--- config.mk ---
export PLATFORM = sky130hd
export DESIGN_NAME = npc_unit
export DESIGN_NICKNAME = d
export VERILOG_FILES = /design/src/rtl/npc_pkg.sv /design/src/rtl/npc_decode.sv /design/src/rtl/npc_target.sv /design/src/rtl/npc_pc_reg.sv /design/src/rtl/npc_unit.sv
export SDC_FILE = /design/constraint.sdc
export NUM_CORES = 1
export LEC_CHECK = 0
export BUFFER_PORTS_ARGS = -buffer_cell sky130_fd_sc_hd__buf_2
export CAP_MARGIN = 5
export CORE_ASPECT_RATIO = 0.6
export CORE_MARGIN = 5
export CORE_UTILIZATION = 55
export CTS_CLUSTER_DIAMETER = 50
export DETAILED_ROUTE_END_ITERATION = 10
export GPL_TIMING_DRIVEN = 0
export PLACE_DENSITY_LB_ADDON = 0.12
export SLEW_MARGIN = 0
export SYNTH_ARGS = -nofsm -noshare
export SYNTH_HDL_FRONTEND = slang
export SYNTH_HIERARCHICAL = 1
export SYNTH_SLANG_ARGS = --single-unit
--- constraint.sdc ---
create_clock -name clk -period 4.63 [get_ports clk]
set_clock_uncertainty 0.05 [all_clocks]
set_input_delay 0.2315 -clock clk [delete_from_list [all_inputs] [get_ports clk]]
set_output_delay 0.2315 -clock clk [all_outputs]
set_load 0.03 [all_outputs]
--- src/rtl/npc_pkg.sv ---
package npc_pkg;
  localparam int PC_W     = 32;
  localparam int OPC_W    = 6;
  localparam int FUNCT_W  = 6;
  localparam int IMM_W    = 16;
  localparam int JFIELD_W = 26;
  localparam int ALIGN_W  = 2;
  localparam int REGION_W = PC_W - JFIELD_W - ALIGN_W;
  localparam int BEXT_W   = PC_W - IMM_W - ALIGN_W;

  localparam logic [OPC_W-1:0]   OPC_SPECIAL = 6'd0;
  localparam logic [OPC_W-1:0]   OPC_JUMP    = 6'd2;
  localparam logic [OPC_W-1:0]   OPC_BREQ    = 6'd4;
  localparam logic [OPC_W-1:0]   OPC_BRNE    = 6'd5;
  localparam logic [FUNCT_W-1:0] FN_JREG     = 6'h08;

  typedef enum logic [1:0] {
    NPC_SEQ    = 2'd0,
    NPC_BRANCH = 2'd1,
    NPC_JUMP   = 2'd2,
    NPC_JREG   = 2'd3
  } npc_sel_e;
endpackage

--- src/rtl/npc_decode.sv ---
module npc_decode
  import npc_pkg::*;
(
  input  logic [OPC_W-1:0]   opcode,
  input  logic [FUNCT_W-1:0] funct,
  input  logic               ops_equal,
  output npc_sel_e           sel
);
  always_comb begin
    sel = NPC_SEQ;
    unique case (opcode)
      OPC_BREQ:    sel = ops_equal  ? NPC_BRANCH : NPC_SEQ;
      OPC_BRNE:    sel = !ops_equal ? NPC_BRANCH : NPC_SEQ;
      OPC_JUMP:    sel = NPC_JUMP;
      OPC_SPECIAL: sel = (funct == FN_JREG) ? NPC_JREG : NPC_SEQ;
      default:     sel = NPC_SEQ;
    endcase
  end
endmodule

--- src/rtl/npc_target.sv ---
module npc_target
  import npc_pkg::*;
(
  input  logic [PC_W-1:0]     seq_addr,
  input  logic [JFIELD_W-1:0] jfield,
  input  logic [PC_W-1:0]     jr_value,
  output logic [PC_W-1:0]     br_tgt,
  output logic [PC_W-1:0]     jmp_tgt,
  output logic                jr_misaligned
);
  logic [IMM_W-1:0] imm;
  logic [PC_W-1:0]  br_off;

  always_comb begin
    imm           = jfield[IMM_W-1:0];
    br_off        = {{BEXT_W{imm[IMM_W-1]}}, imm, {ALIGN_W{1'b0}}};
    br_tgt        = seq_addr + br_off;
    jmp_tgt       = {seq_addr[PC_W-1 -: REGION_W], jfield, {ALIGN_W{1'b0}}};
    jr_misaligned = |jr_value[ALIGN_W-1:0];
  end
endmodule

--- src/rtl/npc_pc_reg.sv ---
module npc_pc_reg
  import npc_pkg::*;
#(
  parameter logic [PC_W-1:0] START_ADDR = 32'h0040_0000
) (
  input  logic            clk,
  input  logic            rst_n,
  input  logic            load_en,
  input  logic [PC_W-1:0] d,
  output logic [PC_W-1:0] q
);
  logic [PC_W-1:0] q_nxt;

  always_comb begin
    q_nxt = q;
    if (load_en) q_nxt = d;
  end

  always_ff @(posedge clk or negedge rst_n) begin
    if (!rst_n) q <= START_ADDR;
    else        q <= q_nxt;
  end

  AST_HOLD_WHEN_BLOCKED: assert property (@(posedge clk) disable iff (!rst_n)
    !load_en |=> q == $past(q));
endmodule

--- src/rtl/npc_unit.sv ---
module npc_unit
  import npc_pkg::*;
#(
  parameter logic [PC_W-1:0] START_ADDR = 32'h0040_0000
) (
  input  logic            clk,
  input  logic            rst_n,
  input  logic [PC_W-1:0] instr_word,
  input  logic            ops_equal,
  input  logic [PC_W-1:0] jr_value,
  output logic [PC_W-1:0] pc_cur,
  output logic [PC_W-1:0] pc_plus4,
  output logic            align_fault
);
  localparam logic [PC_W-1:0] STEP = PC_W'(4);

  logic [OPC_W-1:0]    opcode;
  logic [FUNCT_W-1:0]  funct;
  logic [JFIELD_W-1:0] jfield;
  npc_sel_e            sel;
  logic [PC_W-1:0]     br_tgt, jmp_tgt, pc_nxt;
  logic                jr_misaligned, load_en;

  assign opcode = instr_word[PC_W-1 -: OPC_W];
  assign funct  = instr_word[FUNCT_W-1:0];
  assign jfield = instr_word[JFIELD_W-1:0];

  npc_decode u_decode (
    .opcode    (opcode),
    .funct     (funct),
    .ops_equal (ops_equal),
    .sel       (sel)
  );

  npc_target u_target (
    .seq_addr      (pc_plus4),
    .jfield        (jfield),
    .jr_value      (jr_value),
    .br_tgt        (br_tgt),
    .jmp_tgt       (jmp_tgt),
    .jr_misaligned (jr_misaligned)
  );

  always_comb begin
    pc_plus4 = pc_cur + STEP;
    unique case (sel)
      NPC_BRANCH: pc_nxt = br_tgt;
      NPC_JUMP:   pc_nxt = jmp_tgt;
      NPC_JREG:   pc_nxt = jr_value;
      default:    pc_nxt = pc_plus4;
    endcase
    align_fault = (sel == NPC_JREG) && jr_misaligned;
    load_en     = !align_fault;
  end

  npc_pc_reg #(.START_ADDR(START_ADDR)) u_pc (
    .clk     (clk),
    .rst_n   (rst_n),
    .load_en (load_en),
    .d       (pc_nxt),
    .q       (pc_cur)
  );

  AST_SEQ_STEP: assert property (@(posedge clk) disable iff (!rst_n)
    (sel == NPC_SEQ) |=> pc_cur == $past(pc_cur) + STEP);
  AST_BREQ_UNTAKEN: assert property (@(posedge clk) disable iff (!rst_n)
    (opcode == OPC_BREQ && !ops_equal) |=> pc_cur == $past(pc_cur) + STEP);
  AST_BRNE_UNTAKEN: assert property (@(posedge clk) disable iff (!rst_n)
    (opcode == OPC_BRNE && ops_equal) |=> pc_cur == $past(pc_cur) + STEP);
  AST_PC_ALIGNED: assert property (@(posedge clk) disable iff (!rst_n)
    pc_cur[ALIGN_W-1:0] == '0);
  AST_JUMP_REGION: assert property (@(posedge clk) disable iff (!rst_n)
    (opcode == OPC_JUMP) |=>
      pc_cur[PC_W-1 -: REGION_W] == $past(pc_plus4[PC_W-1 -: REGION_W]));
  AST_JREG_LAND: assert property (@(posedge clk) disable iff (!rst_n)
    (opcode == OPC_SPECIAL && funct == FN_JREG && jr_value[ALIGN_W-1:0] == '0)
      |=> pc_cur == $past(jr_value));
  AST_FAULT_ONLY_JREG: assert property (@(posedge clk) disable iff (!rst_n)
    align_fault |-> (opcode == OPC_SPECIAL && funct == FN_JREG));
  AST_FAULT_FREEZES: assert property (@(posedge clk) disable iff (!rst_n)
    align_fault |=> $stable(pc_cur));
endmodule

==> flow_summary.yaml <==
cells_and_area:
  syn2layout_area_growth_pct: 20.5
  antenna_cells: 0
  largest_reg_flops: 32
  reg_top3: "u_pc/q: 32 flops"
  final_area_sq_um: 5980
  regMostFlops: "u_pc/q"
  final_common_cell: "buf_2"
  final_cell_mix: "buf_2, buf_4, xnor2_1"
  fin_nets: 737
  layout-drive-gt1-share: 0.442
  n_fill_cell: 703
routing:
  post_drt_wl_per_cell_um: 22.6
  wl_mm: 17.0
  firstDrtPassIters: 5
  drtIter0Drc: 685
  via_per_inst: 6.41
  vias: 4820
  drc: 0
  ant_nets: 0
timing:
  tightest_slew_ps: 988
  whs_ps: 19.8
  setup_viol_count_final: 0
  fin_tns_setup_ps: 0
  final_max_slew_viol_count: 0
  worst_slack_ps: 144
  rsz0062_at_grt: "false"
  fin_crit_sh: 0.969
  fin_crit_ps: 4490
  hold_viol_final: 0
  fmaxAchievable_mhz: 223
  maxSlewHeadroom: 0.342
floorplan:
  die-area_sq_um: 11100
  die_h_um: 83.6
  start_util: 0.573
  die_w_um: 133
  rows: 26
  coreArea_sq_um: 8650
  ios: 132
placed_design:
  hpwl_mm: 12.9
  placed_cell_area_sq_um: 5710
  routabilityCongestion: 0.939
  pre_cts_ws_ps: -72.6
  io_buffers: 121
worst_setup_path:
  crit_family: "compound AO/OA/AOI/OAI gates"
  crit_chain: "ha_2, nand2_1, nor2_1, xor2_1, ha_1, a21oi_2, o22ai_1, a221oi_2, o31ai_4, a32oi_2, o21ai_2, xnor2_1, mux2_2, a221oi_1, nand2_1, mux2_2"
  worst_path_max_delay_cell: "dfrtp_1"
  max_stage_delay_ps: 460
  worstPathRequired_ps: 4750
  cp-start-kind: "flop"
  critPathArrivalTime_ps: 4600
  crit_path_end_kind: "flop"
  crit_fanout: 6
  path_class: "flop to flop"
  crit_buf_inv: 0
flow_run:
  cap_violations: 0
grt:
  antenna_found_initial: 0
  grtUsageTotal: 0.297
  grt_pass1_vias: 4734
  grt_first_pass_wirelength_mm: 26.4
  grt_remaining_overflow: 0
  grt_max_degree: 33
synth:
  synth-async-reset-ratio: 1.00
  synth-seq-cells: 32
  post-synth-top-area-fraction: 0.156
  synth_ff_type: "dfrtp_1"
  synth_top_area_cell: "dfrtp_1"
  synth_edf_count: 0
  netlist_instances: 504
  yosysSeqAreaShare: 0.162
  synth_cell_types: 77
  netlist_area_sq_um: 4960
  yosysWarningCount: 6
  netlist_top_cells_area: "dfrtp_1, mux4_2, mux2_4"
  syn_avg_cell_area_sq_um: 9.84
clocking:
  cts-root-buf: "clkbuf_16"
  worstSkewPairLatency_ps: 290
  clock_path_buffers: 2
  clkTransAtPathRegs_ps: 60
  clock_sinks: 32
  numCtsBuffers: 5
  htreeDepth: 2
  hold_buffers: 0
  cts_tree: "done"
status:
  status: "finished, final reports clean"
power:
  ir_worst_vdd_mv: 0.354
  powerDensity_nw_per_um2: 533
  leakage_nw: 2.81
  total_power_mw: 3.19
worst_hold_path:
  hold_class: "primary input to asynchronous set/reset pin"
cells in the mapped netlist, drive strengths merged, types with 2 or more instances:
cell     count
a21oi       28
o221ai       2
a32oi        2
ha          30
o311ai       3
clkbuf      11
nor3         9
a221oi       2
nand3b       2
o21bai       4
o211ai       2
dfrtp       31
mux2        33
mux2i        2
a2111oi      3
mux4        30
o21ai       17
or2          3
a311oi       2
and2         6
nor4         4
nand3       24
a21o        15
and3         2
nand2b       4
a41oi        2
xor2        13
a31o         2
nor2b        3
xnor2       42
buf         50
and4         2
a31oi        6
nor2        28
o21a         3
nand4       18
nand2       33
inv         16
where the power goes:
group	total, mW	internal, mW	leakage, nW	switching, mW
clock network	0.428	0.284	0.0901	0.144
logic	2.23	0.889	2.34	1.34
registers	0.530	0.364	0.386	0.166
worst register-to-register path, stage by stage, from the launching register on:
cell,delay [ps]
dfrtp_1,460
ha_2,320
nand2_1,150
nor2_1,150
xor2_1,290
ha_1,390
a21oi_2,310
o22ai_1,160
a221oi_2,440
o31ai_4,200
a32oi_2,340
o21ai_2,90
xnor2_1,130
mux2_2,250
a221oi_1,280
nand2_1,80
mux2_2,270
area by class of cell:
class	count	area, sq um	share of cell area
well taps	112	140	0.0235
inverters	16	60.1	0.0101
flip-flops and latches	32	802	0.134
multi-input cells	396	3690	0.618
clock inverters	1	30.0	0.00503
repair buffers	128	658	0.110
plain buffers	60	440	0.0737
clock buffers	7	153	0.0255
path summary, 6_finish.rpt:
kind	from	endpoint	slack [ps]	depth (start not counted)
min reg2reg	u_pc/q[0]	u_pc/q[0]	550	1
max in group asynchronous	rst_n	u_pc/q[2]	3960	1
min	rst_n	u_pc/q[11]	20	1
min in group clk	instr_word[21]	u_pc/q[23]	340	3
max reg2reg	u_pc/q[2]	u_pc/q[31]	140	16
max	u_pc/q[2]	u_pc/q[31]	140	16
metrics by stage:
| stage | std cells | utilization |
|---|---|---|
| CTS | 748 | 0.683 |
| global placement | 738 | 0.660 |
| floorplan | 505 | - |
| detailed placement | 738 | 0.660 |
| global route | 752 | 0.691 |
| finish | 752 | 0.691 |
cells by family (layout without fill, tap and decap cells):
group,after synthesis,count (layout),synth area share
AOI/OAI and AO/OA,100,100,0.159
xor gates and xnor gates,55,55,0.0971
adders and majority gates,31,31,0.0797
buffers and inverters,77,212,0.102
DFF,32,32,0.162
muxes,65,65,0.238
other,1,2,0.000756
and+or+nand+nor,143,143,0.162
routing by layer:
layer  track usage  vias up  part of all wire
met5             0        -                 0
met4        0.0764        0             0.017
met3        0.0855       40              0.11
met2         0.434      295              0.42
met1         0.430     2362              0.45
li1              -     2123                 -
repair_timing:
item,in CTS,in global routing
endpoints found under the hold margin,0,0
pin swaps,1,3
buffers inserted,2,5
endpoints found under the setup margin,6,10
resized for setup,0,6
(Power assumes the default switching activity.)
